File: src/rtl/lcd_drv_pkg.sv
package lcd_drv_pkg;
   localparam int SEG_PINS = 26;
   localparam int COM_MAX  = 4;
   localparam int PAIRS    = SEG_PINS / 2;
   localparam int NIB_W    = 4;
   localparam int WORD_AW  = 5;
   localparam int BIT_AW   = 2;
   localparam int MAP_W    = WORD_AW + BIT_AW;
   localparam int MAP_BITS = SEG_PINS * COM_MAX * MAP_W;
   localparam int LVL_W    = 2;

   typedef logic [LVL_W-1:0] lvl_t;

   localparam lvl_t LVL_RAIL_LO = 2'd0;
   localparam lvl_t LVL_NEAR_LO = 2'd1;
   localparam lvl_t LVL_NEAR_HI = 2'd2;
   localparam lvl_t LVL_RAIL_HI = 2'd3;

   // pin p, common c -> word p, bit c
   function automatic logic [MAP_BITS-1:0] identity_map();
      logic [MAP_BITS-1:0] m;
      m = '0;
      for (int p = 0; p < SEG_PINS; p++) begin
         for (int c = 0; c < COM_MAX; c++) begin
            m[(p*COM_MAX+c)*MAP_W +: MAP_W] = {WORD_AW'(p), BIT_AW'(c)};
         end
      end
      return m;
   endfunction

   function automatic lvl_t com_code(logic active, logic neg, logic third);
      if (active) return neg ? LVL_RAIL_LO : LVL_RAIL_HI;
      if (!third) return LVL_NEAR_LO;
      return neg ? LVL_NEAR_HI : LVL_NEAR_LO;
   endfunction

   function automatic lvl_t seg_code(logic on, logic neg, logic third);
      if (on) return neg ? LVL_RAIL_HI : LVL_RAIL_LO;
      if (!third) return LVL_NEAR_LO;
      return neg ? LVL_NEAR_LO : LVL_NEAR_HI;
   endfunction
endpackage

File: src/rtl/lcd_scan_timer.sv
module lcd_scan_timer #(
   parameter int STEP_DIV = 16384,
   parameter int DUTY     = 4
) (
   input  logic       clk,
   input  logic       rst_n,
   output logic       step_o,
   output logic [1:0] next_com_o,
   output logic       next_neg_o,
   output logic       neg_o
);
   localparam int SLOTS = (DUTY == 2) ? 4 : DUTY;
   localparam int CNT_W = (STEP_DIV > 2) ? $clog2(STEP_DIV) : 1;
   localparam logic [CNT_W-1:0] CNT_LAST  = CNT_W'(STEP_DIV - 1);
   localparam logic [1:0]       SLOT_LAST = 2'(SLOTS - 1);

   if (STEP_DIV < 2) begin : g_bad_div
      $error("lcd_scan_timer: STEP_DIV must be at least 2");
   end
   if (DUTY < 2 || DUTY > 4) begin : g_bad_duty
      $error("lcd_scan_timer: DUTY must be 2, 3 or 4");
   end

   logic [CNT_W-1:0] pre_q;
   logic [1:0]       slot_q, slot_nxt;
   logic             neg_q, wrap;

   assign step_o = (pre_q == CNT_LAST);

   always_ff @(posedge clk or negedge rst_n) begin
      if (!rst_n)      pre_q <= '0;
      else if (step_o) pre_q <= '0;
      else             pre_q <= pre_q + 1'b1;
   end

   assign wrap       = (slot_q == SLOT_LAST);
   assign slot_nxt   = wrap ? 2'd0 : slot_q + 2'd1;
   assign next_neg_o = neg_q ^ wrap;
   // at duty 2 the frame replays both commons twice
   assign next_com_o = (DUTY == 2) ? {1'b0, slot_nxt[0]} : slot_nxt;
   assign neg_o      = neg_q;

   always_ff @(posedge clk or negedge rst_n) begin
      if (!rst_n) begin
         slot_q <= 2'd0;
         neg_q  <= 1'b0;
      end else if (step_o) begin
         slot_q <= slot_nxt;
         neg_q  <= next_neg_o;
      end
   end


   step_spacing_chk: assert property (@(posedge clk) disable iff (!rst_n)
      step_o |=> !step_o);

   slot_range_chk: assert property (@(posedge clk) disable iff (!rst_n)
      slot_q <= SLOT_LAST);

   hold_between_steps_chk: assert property (@(posedge clk) disable iff (!rst_n)
      !step_o |=> ($stable(slot_q) && $stable(neg_q)));
endmodule

File: src/rtl/lcd_disp_mem.sv
module lcd_disp_mem #(
   parameter int ADDR_W = 8,
   parameter int BASE   = 'h90,
   parameter int WORDS  = 32,
   parameter int NIB_W  = 4
) (
   input  logic                   clk,
   input  logic                   rst_n,
   input  logic                   wr_en_i,
   input  logic [ADDR_W-1:0]      wr_addr_i,
   input  logic [NIB_W-1:0]       wr_data_i,
   output logic [WORDS*NIB_W-1:0] mem_o
);
   localparam int IDX_W = (WORDS > 1) ? $clog2(WORDS) : 1;
   localparam logic [ADDR_W-1:0] LO_A = ADDR_W'(BASE);
   localparam logic [ADDR_W-1:0] HI_A = ADDR_W'(BASE + WORDS - 1);

   if (BASE + WORDS > (1 << ADDR_W)) begin : g_bad_window
      $error("lcd_disp_mem: memory window exceeds address space");
   end

   logic              in_win, hit;
   logic [ADDR_W-1:0] offs;
   logic [IDX_W-1:0]  idx;

   assign in_win = (wr_addr_i >= LO_A) && (wr_addr_i <= HI_A);
   assign hit    = wr_en_i && in_win;
   assign offs   = wr_addr_i - LO_A;
   assign idx    = offs[IDX_W-1:0];

   always_ff @(posedge clk or negedge rst_n) begin
      if (!rst_n) begin
         mem_o <= '0;
      end else if (hit) begin
         for (int w = 0; w < WORDS; w++) begin
            if (idx == IDX_W'(w)) mem_o[w*NIB_W +: NIB_W] <= wr_data_i;
         end
      end
   end


   outside_write_ignored_chk: assert property (@(posedge clk) disable iff (!rst_n)
      (wr_en_i && ((wr_addr_i < LO_A) || (wr_addr_i > HI_A))) |=> $stable(mem_o));
endmodule

File: src/rtl/lcd_level_enc.sv
module lcd_level_enc
   import lcd_drv_pkg::*;
#(
   parameter logic [MAP_BITS-1:0] SEG_MAP      = identity_map(),
   parameter logic [PAIRS-1:0]    DC_PAIR_MASK = '0,
   parameter bit                  BIAS_THIRD   = 1'b1,
   parameter int                  WORDS        = 32
) (
   input  logic                        clk,
   input  logic                        rst_n,
   input  logic                        load_i,
   input  logic [1:0]                  com_sel_i,
   input  logic                        neg_i,
   input  logic [WORDS*NIB_W-1:0]      mem_i,
   output logic [COM_MAX*LVL_W-1:0]    com_lvl_o,
   output logic [SEG_PINS*LVL_W-1:0]   seg_lvl_o
);
   logic mem_unused;
   assign mem_unused = ^mem_i;

   for (genvar p = 0; p < SEG_PINS; p++) begin : g_pin
      lvl_t nxt, lvl_q;
      if (DC_PAIR_MASK[p/2]) begin : g_dc
         localparam logic [MAP_W-1:0] ENT = SEG_MAP[(p*COM_MAX)*MAP_W +: MAP_W];
         localparam int WI = int'(ENT[MAP_W-1:BIT_AW]);
         localparam int BI = int'(ENT[BIT_AW-1:0]);
         if (WI >= WORDS) begin : g_bad_map
            $error("lcd_level_enc: map entry names a missing word");
         end
         assign nxt = mem_i[WI*NIB_W+BI] ? LVL_RAIL_HI : LVL_RAIL_LO;
      end else begin : g_mux
         logic [COM_MAX-1:0] cand;
         for (genvar c = 0; c < COM_MAX; c++) begin : g_com
            localparam logic [MAP_W-1:0] ENT = SEG_MAP[(p*COM_MAX+c)*MAP_W +: MAP_W];
            localparam int WI = int'(ENT[MAP_W-1:BIT_AW]);
            localparam int BI = int'(ENT[BIT_AW-1:0]);
            if (WI >= WORDS) begin : g_bad_map
               $error("lcd_level_enc: map entry names a missing word");
            end
            assign cand[c] = mem_i[WI*NIB_W+BI];
         end
         assign nxt = seg_code(cand[com_sel_i], neg_i, BIAS_THIRD);
      end
      localparam lvl_t RST_LVL = DC_PAIR_MASK[p/2] ? LVL_RAIL_LO
                                 : seg_code(1'b0, 1'b0, BIAS_THIRD);
      always_ff @(posedge clk or negedge rst_n) begin
         if (!rst_n)      lvl_q <= RST_LVL;
         else if (load_i) lvl_q <= nxt;
      end
      assign seg_lvl_o[p*LVL_W +: LVL_W] = lvl_q;
   end

   for (genvar c = 0; c < COM_MAX; c++) begin : g_cout
      localparam lvl_t RST_LVL = com_code(c == 0, 1'b0, BIAS_THIRD);
      lvl_t lvl_q;
      always_ff @(posedge clk or negedge rst_n) begin
         if (!rst_n)      lvl_q <= RST_LVL;
         else if (load_i) lvl_q <= com_code(com_sel_i == 2'(c), neg_i, BIAS_THIRD);
      end
      assign com_lvl_o[c*LVL_W +: LVL_W] = lvl_q;
   end


   outputs_only_on_step_chk: assert property (@(posedge clk) disable iff (!rst_n)
      !load_i |=> ($stable(com_lvl_o) && $stable(seg_lvl_o)));
endmodule

File: src/rtl/lcd_mux_drv.sv
module lcd_mux_drv
   import lcd_drv_pkg::*;
#(
   parameter int                  DUTY         = 4,
   parameter bit                  BIAS_THIRD   = 1'b1,
   parameter int                  STEP_DIV     = 16384,
   parameter logic [PAIRS-1:0]    DC_PAIR_MASK = '0,
   parameter logic [MAP_BITS-1:0] SEG_MAP      = identity_map(),
   parameter int                  MEM_BASE     = 'h90,
   parameter int                  MEM_WORDS    = 32,
   parameter int                  ADDR_W       = 8
) (
   input  logic                      clk,
   input  logic                      rst_n,
   input  logic                      wr_en_i,
   input  logic [ADDR_W-1:0]         wr_addr_i,
   input  logic [NIB_W-1:0]          wr_data_i,
   output logic [COM_MAX*LVL_W-1:0]  com_lvl_o,
   output logic [SEG_PINS*LVL_W-1:0] seg_lvl_o,
   output logic                      frame_neg_o
);
   if (MEM_WORDS > (1 << WORD_AW)) begin : g_bad_words
      $error("lcd_mux_drv: MEM_WORDS exceeds map word field");
   end

   logic                   step;
   logic [1:0]             next_com;
   logic                   next_neg;
   logic [MEM_WORDS*NIB_W-1:0] mem;

   lcd_scan_timer #(.STEP_DIV(STEP_DIV), .DUTY(DUTY)) timer_i (
      .clk(clk), .rst_n(rst_n), .step_o(step), .next_com_o(next_com),
      .next_neg_o(next_neg), .neg_o(frame_neg_o));

   lcd_disp_mem #(.ADDR_W(ADDR_W), .BASE(MEM_BASE), .WORDS(MEM_WORDS), .NIB_W(NIB_W)) mem_i (
      .clk(clk), .rst_n(rst_n), .wr_en_i(wr_en_i), .wr_addr_i(wr_addr_i),
      .wr_data_i(wr_data_i), .mem_o(mem));

   lcd_level_enc #(.SEG_MAP(SEG_MAP), .DC_PAIR_MASK(DC_PAIR_MASK),
                   .BIAS_THIRD(BIAS_THIRD), .WORDS(MEM_WORDS)) enc_i (
      .clk(clk), .rst_n(rst_n), .load_i(step), .com_sel_i(next_com), .neg_i(next_neg),
      .mem_i(mem), .com_lvl_o(com_lvl_o), .seg_lvl_o(seg_lvl_o));

   logic [COM_MAX-1:0] com_extreme;
   for (genvar c = 0; c < COM_MAX; c++) begin : g_ext
      assign com_extreme[c] = (com_lvl_o[c*LVL_W +: LVL_W] == LVL_RAIL_LO) ||
                              (com_lvl_o[c*LVL_W +: LVL_W] == LVL_RAIL_HI);
   end


   single_active_com_chk: assert property (@(posedge clk) disable iff (!rst_n)
      $countones(com_extreme) == 1);
endmodule

File: config.mk
export PLATFORM = sky130hd
export DESIGN_NAME = lcd_mux_drv
export DESIGN_NICKNAME = d
export VERILOG_FILES = /design/src/rtl/lcd_drv_pkg.sv /design/src/rtl/lcd_scan_timer.sv /design/src/rtl/lcd_disp_mem.sv /design/src/rtl/lcd_level_enc.sv /design/src/rtl/lcd_mux_drv.sv
export SDC_FILE = /design/constraint.sdc
export NUM_CORES = 1
export LEC_CHECK = 0
export CAP_MARGIN = 25
export CORE_ASPECT_RATIO = 1.2
export CORE_MARGIN = 2
export CORE_UTILIZATION = 35
export DETAILED_ROUTE_END_ITERATION = 7
export PLACE_DENSITY = 0.55
export REMOVE_ABC_BUFFERS = 1
export SYNTH_ARGS = -nofsm -noshare
export SYNTH_HDL_FRONTEND = slang
export SYNTH_SLANG_ARGS = --single-unit
File: constraint.sdc
create_clock -name clk -period 6.17 [get_ports clk]
set_input_delay 0.9255 -clock clk [delete_from_list [all_inputs] [get_ports clk]]
set_output_delay 0.9255 -clock clk [all_outputs]
set_load 0.01 [all_outputs]
==> flow_summary.toml, run 1 <==
[floorplanning]
dieArea_um2 = 22100
die_h_um = 163
floorplan.initialDensity = 0.353
die_w_um = 136
pin_count = 76
rows = 58
coreArea_um2 = 20800

[synthesis]
syn-cell-area_um2 = 7330
async_flop_share = 1.00
syn_area_per_cell_um2 = 13.1
synth-seq-cells = 152
post_synth_num_cell_types = 43
yosys_warnings = 0
synthCells = 561
synth_edf_count = 0
ys.flop_type = "dfrtp_1"
yosysSeqAreaShare = 0.523

[timing]
layout_worst_path_cycle_share = 0.522
hold_viol_final = 0
fin_skew_ps = 9.69
slew_headroom = 0.366
rsz0062_at_grt = "false"
worst_pin_slew_ps = 946
max_freq_ghz = 0.311
tns_ps = 0
drv_slew = 0
layout_setup_ws_ps = 2950
fin_crit_ps = 3220
setup_viol = 0

[global_route]
grt-ovfl-total = 0
grt_max_degree = 85
grt_antenna_before_repair = 0
grt_usage = 0.158
grt_pass1_wl_um = 26600
grt_pass1_vias = 4709

[routing]
vias = 4587
routed_wl_um = 16500
drt_iter0_drc = 232
routedWlPerCell_um = 18.7
dr.pass1.iters = 4
antenna_left = 0
viasPerCell = 5.17
drc = 0

[power]
total_power_uw = 2240
p_seq_frac = 0.468
p_comb_frac = 0.051
leakage_uw = 0.00383
power_frac_clock = 0.482
powerDensity_nw_per_um2 = 254
switchingPower_uw = 486
ir_worst_vdd_mv = 0.184
swShare = 0.217
p_int_uw = 1750

[worst_setup_path]
worstPathCellList = "buf_4 -> ha_1 -> xnor2_2 -> buf_4 -> xnor2_1 -> mux2_2"
cp-end-kind = "register"
path_class = "register to register"
worstPathArrival_ps = 3530
crit_buf_inv = 2
reg2regPathDepth = 6
crit_top_cell = "buf_4"
slowest_stage = "xnor2_2"
cp_num_cells = 6
worstPathMaxFanout = 21
cp-start-kind = "register"
cp_data_required_time_ps = 6480
slowest_delay_ps = 810
cp_top_family = "XOR/XNOR gates"

[clock_network]
postCtsSetupBuffers = 0
htreeDepth = 4
cts_root_buffer = "clkbuf_16"
clkTransAtPathRegs_ps = 60
clock_path_buffers = 2
cts_hold_buf = 0
clock_latency_ps = 420
cts.repair.resized = 0
tritoncts = "built"
cts_inserted_buffers = 17
cts.sinks = 152

[final_layout]
area_growth_pct = 20.1
n_antenna_cell = 0
nets = 625
final_layout_size_suffix_gt1_frac = 0.355

[worst_hold_path]
min_path_cells = 2
hp-class = "register to register"

[placed_design]
dp_slack_ps = 2930
io_buffer_count = 75
hpwl_um = 10400
globalplace.congestion = 0.725

[run_status]
status = "completed"

[job]
maxCapViolCount = 0
metal layers:
metal	share of wire	global-route usage
met1	0.46	0.213
met2	0.49	0.256
met3	0.044	0.0314
met4	0.012	0.0540
met5	0	0
cell usage in the layout, fill, tap and decap left out, types with 6 or more instances in the layout:
cell type	instances
a211o_1	6
dfstp_2	28
ha_1	6
a21oi_1	6
mux4_2	20
clkbuf_16	17
o21ai_0	48
mux2i_1	6
clkdlybuf4s50_1	74
mux2_2	106
xnor2_1	34
nand2_1	12
nor2_1	20
nor3_1	7
nor3_2	10
nand3_1	10
dfrtp_1	124
and3_1	8
buf_4	11
cell families (layout without fill, tap and decap cells):
kind of cell / count (synthesis) / in the layout / synth area share
DFF: 152 / 152 / 0.523
muxes: 136 / 136 / 0.241
and+or+nand+nor: 87 / 87 / 0.0705
AOI/OAI and AO/OA: 74 / 74 / 0.0578
buffers and inverters: 68 / 124 / 0.0520
xor gates and xnor gates: 38 / 38 / 0.0454
adders and majority gates: 6 / 6 / 0.0102
registers in the layout (all words and copies together), names as in the netlist:
name,flops
enc_i.g_cout.lvl_q,5
enc_i.g_pin.lvl_q,27
mem_i.mem_o,104
timer_i.pre_q,14
timer_i.slot_q,2
worst min-delay path: stages (launching register included):
cell and delay, ps:
dfstp_2 360, o21ai_0 50, o21ai_1 60
stage by stage:
| step | area [um^2] | std cells | hold slack, ps | util |
|---|---|---|---|---|
| after floorplan | 6970 | 497 | 455 | - |
| after global placement | 8130 | 851 | 466 | 0.392 |
| after detailed placement | 8150 | 852 | 472 | 0.393 |
| after CTS | 8760 | 884 | 481 | 0.422 |
| after global routing | 8800 | 887 | 512 | 0.424 |
| final | 8800 | 887 | 477 | 0.424 |
cells in the mapped netlist (all sizes together) (2+ instances only):
cell type / count / area share
dfrtp: 124 / 0.42
nor3: 17 / 0.018
buf: 41 / 0.038
mux2: 110 / 0.17
nor4: 3 / 0.0043
o31ai: 4 / 0.0041
mux4: 20 / 0.061
mux2i: 6 / 0.0082
nand2: 12 / 0.0061
o211ai: 2 / 0.0020
inv: 4 / 0.0020
or2: 2 / 0.0017
nand4: 3 / 0.0026
ha: 6 / 0.010
nand2b: 4 / 0.0034
and3: 8 / 0.0068
clkbuf: 23 / 0.012
nor2: 20 / 0.010
xnor2: 35 / 0.042
dfstp: 28 / 0.10
xor2: 3 / 0.0036
o21ai: 49 / 0.033
o21a: 4 / 0.0041
and2: 2 / 0.0017
nand3: 10 / 0.0068
a31oi: 2 / 0.0017
a211o: 6 / 0.0072
a21oi: 6 / 0.0041
cell type report:
class / count / area [um^2]
Clock buffer: 21 / 470
Multi-Input combinational cell: 341 / 3120
Clock inverter: 11 / 145
Timing Repair Buffer: 88 / 877
Sequential cell: 152 / 3840
Inverter: 4 / 15.0
Tap cell: 270 / 338
Fill cell: 1968 / 12000
power by group through the flow:
stage	sequential (uW)	combinational [uW]	clock, uW
6_report	1050	113	1080
5_1_grt	1050	125	1140
4_1_cts	1050	115	1090
3_5_place_dp	1060	115	0
3_3_place_gp	1060	112	0
2_1_floorplan	1060	57.5	0
final timing paths:
kind / start / end / slack [ps]
worst max register to register: timer_i.slot_q[0] / enc_i.g_cout[2].lvl_q[1] / 2950
worst max-delay path: timer_i.slot_q[0] / enc_i.g_cout[2].lvl_q[1] / 2950
worst min-delay path: enc_i.g_pin[19].lvl_q[1] / enc_i.g_pin[19].lvl_q[1] / 480
worst min register to register: enc_i.g_pin[19].lvl_q[1] / enc_i.g_pin[19].lvl_q[1] / 480
max in group asynchronous: rst_n / mem_i.mem_o[12] / 4210
min in group asynchronous: rst_n / timer_i.pre_q[10] / 560
Power figures use the tool's default switching activity.
==> run 2, diff against run 1 <==
--- a/config.mk
+++ b/config.mk
@@ -10,7 +10,7 @@
 export CORE_MARGIN = 2
 export CORE_UTILIZATION = 35
 export DETAILED_ROUTE_END_ITERATION = 7
-export PLACE_DENSITY = 0.55
+export PLACE_DENSITY = 0.57
 export REMOVE_ABC_BUFFERS = 1
 export SYNTH_ARGS = -nofsm -noshare
 export SYNTH_HDL_FRONTEND = slang
==> constraint.sdc (replaced) <==
create_clock -name clk -period 2.7 [get_ports clk]
set_input_delay 0.405 -clock clk [delete_from_list [all_inputs] [get_ports clk]]
set_output_delay 0.405 -clock clk [all_outputs]
set_load 0.01 [all_outputs]
==> flow_summary.toml, run 2 (synthesized netlist as in run 1, its figures left out) <==
[floorplanning]
pin_count = 76
die_h_um = 163
dieArea_um2 = 22100
coreArea_um2 = 20800
die_w_um = 136
floorplan.initialDensity = 0.353
rows = 58

[routing]
antenna_left = 0
drt_iter0_drc = 222
drc = 0
vias = 4563
viasPerCell = 5.08
routed_wl_um = 16400
dr.pass1.iters = 4
routedWlPerCell_um = 18.3

[timing]
fin_skew_ps = 7.40
layout_setup_ws_ps = 420
hold_viol_final = 0
setup_viol = 0
drv_slew = 0
max_freq_ghz = 0.439
tns_ps = 0
rsz0062_at_grt = "false"
slew_headroom = 0.503
layout_worst_path_cycle_share = 0.844
worst_pin_slew_ps = 743
fin_crit_ps = 2280

[final_layout]
final_layout_size_suffix_gt1_frac = 0.361
multi_input_area_um2 = 3120
nets = 636
n_antenna_cell = 0
fin_area_um2 = 8890
final_common_cell = "dfrtp_1"
seqCellArea_um2 = 3840
fin_util = 0.428
fillers = 1937
top_regs = "mem_i.mem_o: 104 flops, enc_i.g_pin.lvl_q: 27 flops, timer_i.pre_q: 14 flops"
area_growth_pct = 21.2
largest_register_ff_count = 104
final_cell_mix = "124 x dfrtp_1, 106 x mux2_2, 74 x clkdlybuf4s50_1, 48 x o21ai_0, 34 x xnor2_1"
regMostFlops = "mem_i.mem_o"

[placed_design]
globalplace.congestion = 0.728
placed_area_um2 = 8250
io_buffer_count = 75
dp_slack_ps = 271
hpwl_um = 10800

[global_route]
use_met3 = 0.0377
grt_pass1_vias = 4747
grt_pass1_wl_um = 26200
top_usage_layer = "met2"
grt-ovfl-total = 0
grt_max_degree = 59
grt_usage = 0.156
use_met1 = 0.196
met2_usage = 0.271
grt_antenna_before_repair = 0

[worst_setup_path]
rr_endpoint = "enc_i.g_pin[9].lvl_q[1]"
cp-end-kind = "register"
crit_buf_inv = 1
cp_top_family = "simple AND/OR/NAND/NOR gates"
slowest_delay_ps = 440
path_class = "register to register"
crit_top_cell = "and3_1"
worstPathArrival_ps = 2610
timing.rr.start = "timer_i.pre_q[0]"
worstPathMaxFanout = 16
reg2regPathDepth = 6
cp_num_cells = 6
slowest_stage = "nand2_1"
crit_path_start = "timer_i.pre_q[0]"
worstPathCellList = "ha_1 -> and3_1 -> and3_1 -> nand2_1 -> buf_4 -> o21ai_0"
cp-start-kind = "register"
endpoint = "enc_i.g_pin[9].lvl_q[1]"
rrSetupSlack_ps = 420
cp_data_required_time_ps = 3030

[clock_network]
cts_inserted_buffers = 17
clock_path_buffers = 2
postCtsSetupBuffers = 0
cts.sinks = 152
clkTransAtPathRegs_ps = 60
htreeDepth = 4
cts_root_buffer = "clkbuf_16"
tritoncts = "built"
clock_latency_ps = 420

[worst_hold_path]
hp-class = "register to register"

[power]
leakage_uw = 0.00389
powerDensity_nw_per_um2 = 572
ir_worst_vdd_mv = 0.465

[run_status]
status = "completed"

[job]
maxCapViolCount = 0
[run 2: area by class of cell]
class	count	area share
Sequential cell	152	0.432
Clock inverter	8	0.0132
Tap cell	270	0.0380
Clock buffer	24	0.0553
Multi-Input combinational cell	341	0.351
Timing Repair Buffer	99	0.109
Inverter	4	0.00169
[run 2: repair_timing]
action / 4_1_cts / 5_1_grt
hold buffers: 1 / 0
endpoints found under the setup margin: 0 / 0
resized for setup: 0 / 0
endpoints found under the hold margin: 43 / 0
[run 2: per-layer routing]
metal  part of all wire  vias up
li1                   -     2080
met1               0.45     2377
met2               0.51       96
met3              0.037       10
met4             0.0077        0
met5                  0        -
[run 2: worst min-delay path by stage]
stage / to / start / cells after the start / slack (ps)
after floorplan: enc_i.g_cout[1].lvl_q[1] / rst_n / 0 / 110
after global placement: timer_i.pre_q[6] / rst_n / 1 / 410
after detailed placement: timer_i.pre_q[4] / rst_n / 1 / 420
after CTS: enc_i.g_pin[19].lvl_q[1] / enc_i.g_pin[19].lvl_q[1] / 2 / 490
after global routing: mem_i.mem_o[18] / mem_i.mem_o[18] / 1 / 510
final: enc_i.g_pin[19].lvl_q[1] / enc_i.g_pin[19].lvl_q[1] / 2 / 480
[run 2: worst register-to-register path, cell delays in order (launching register included)]
cell,delay [ps]
dfrtp_1,400
ha_1,200
and3_1,270
and3_1,310
nand2_1,440
buf_4,370
o21ai_0,210
[run 2: power breakdown]
part	switching [uW]	internal (uW)	leakage (uW)
clock network	886	1550	0.000300
logic	137	124	0.00160
registers	36.8	2360	0.00199
total	1060	4030	0.00389
[run 2: through the flow]
stage,instances,total power [uW],hold slack [ps]
after floorplan,497,2550,109
after global placement,864,2680,406
after detailed placement,864,2700,417
after CTS,897,5150,487
after global routing,898,5290,511
final,898,5090,482
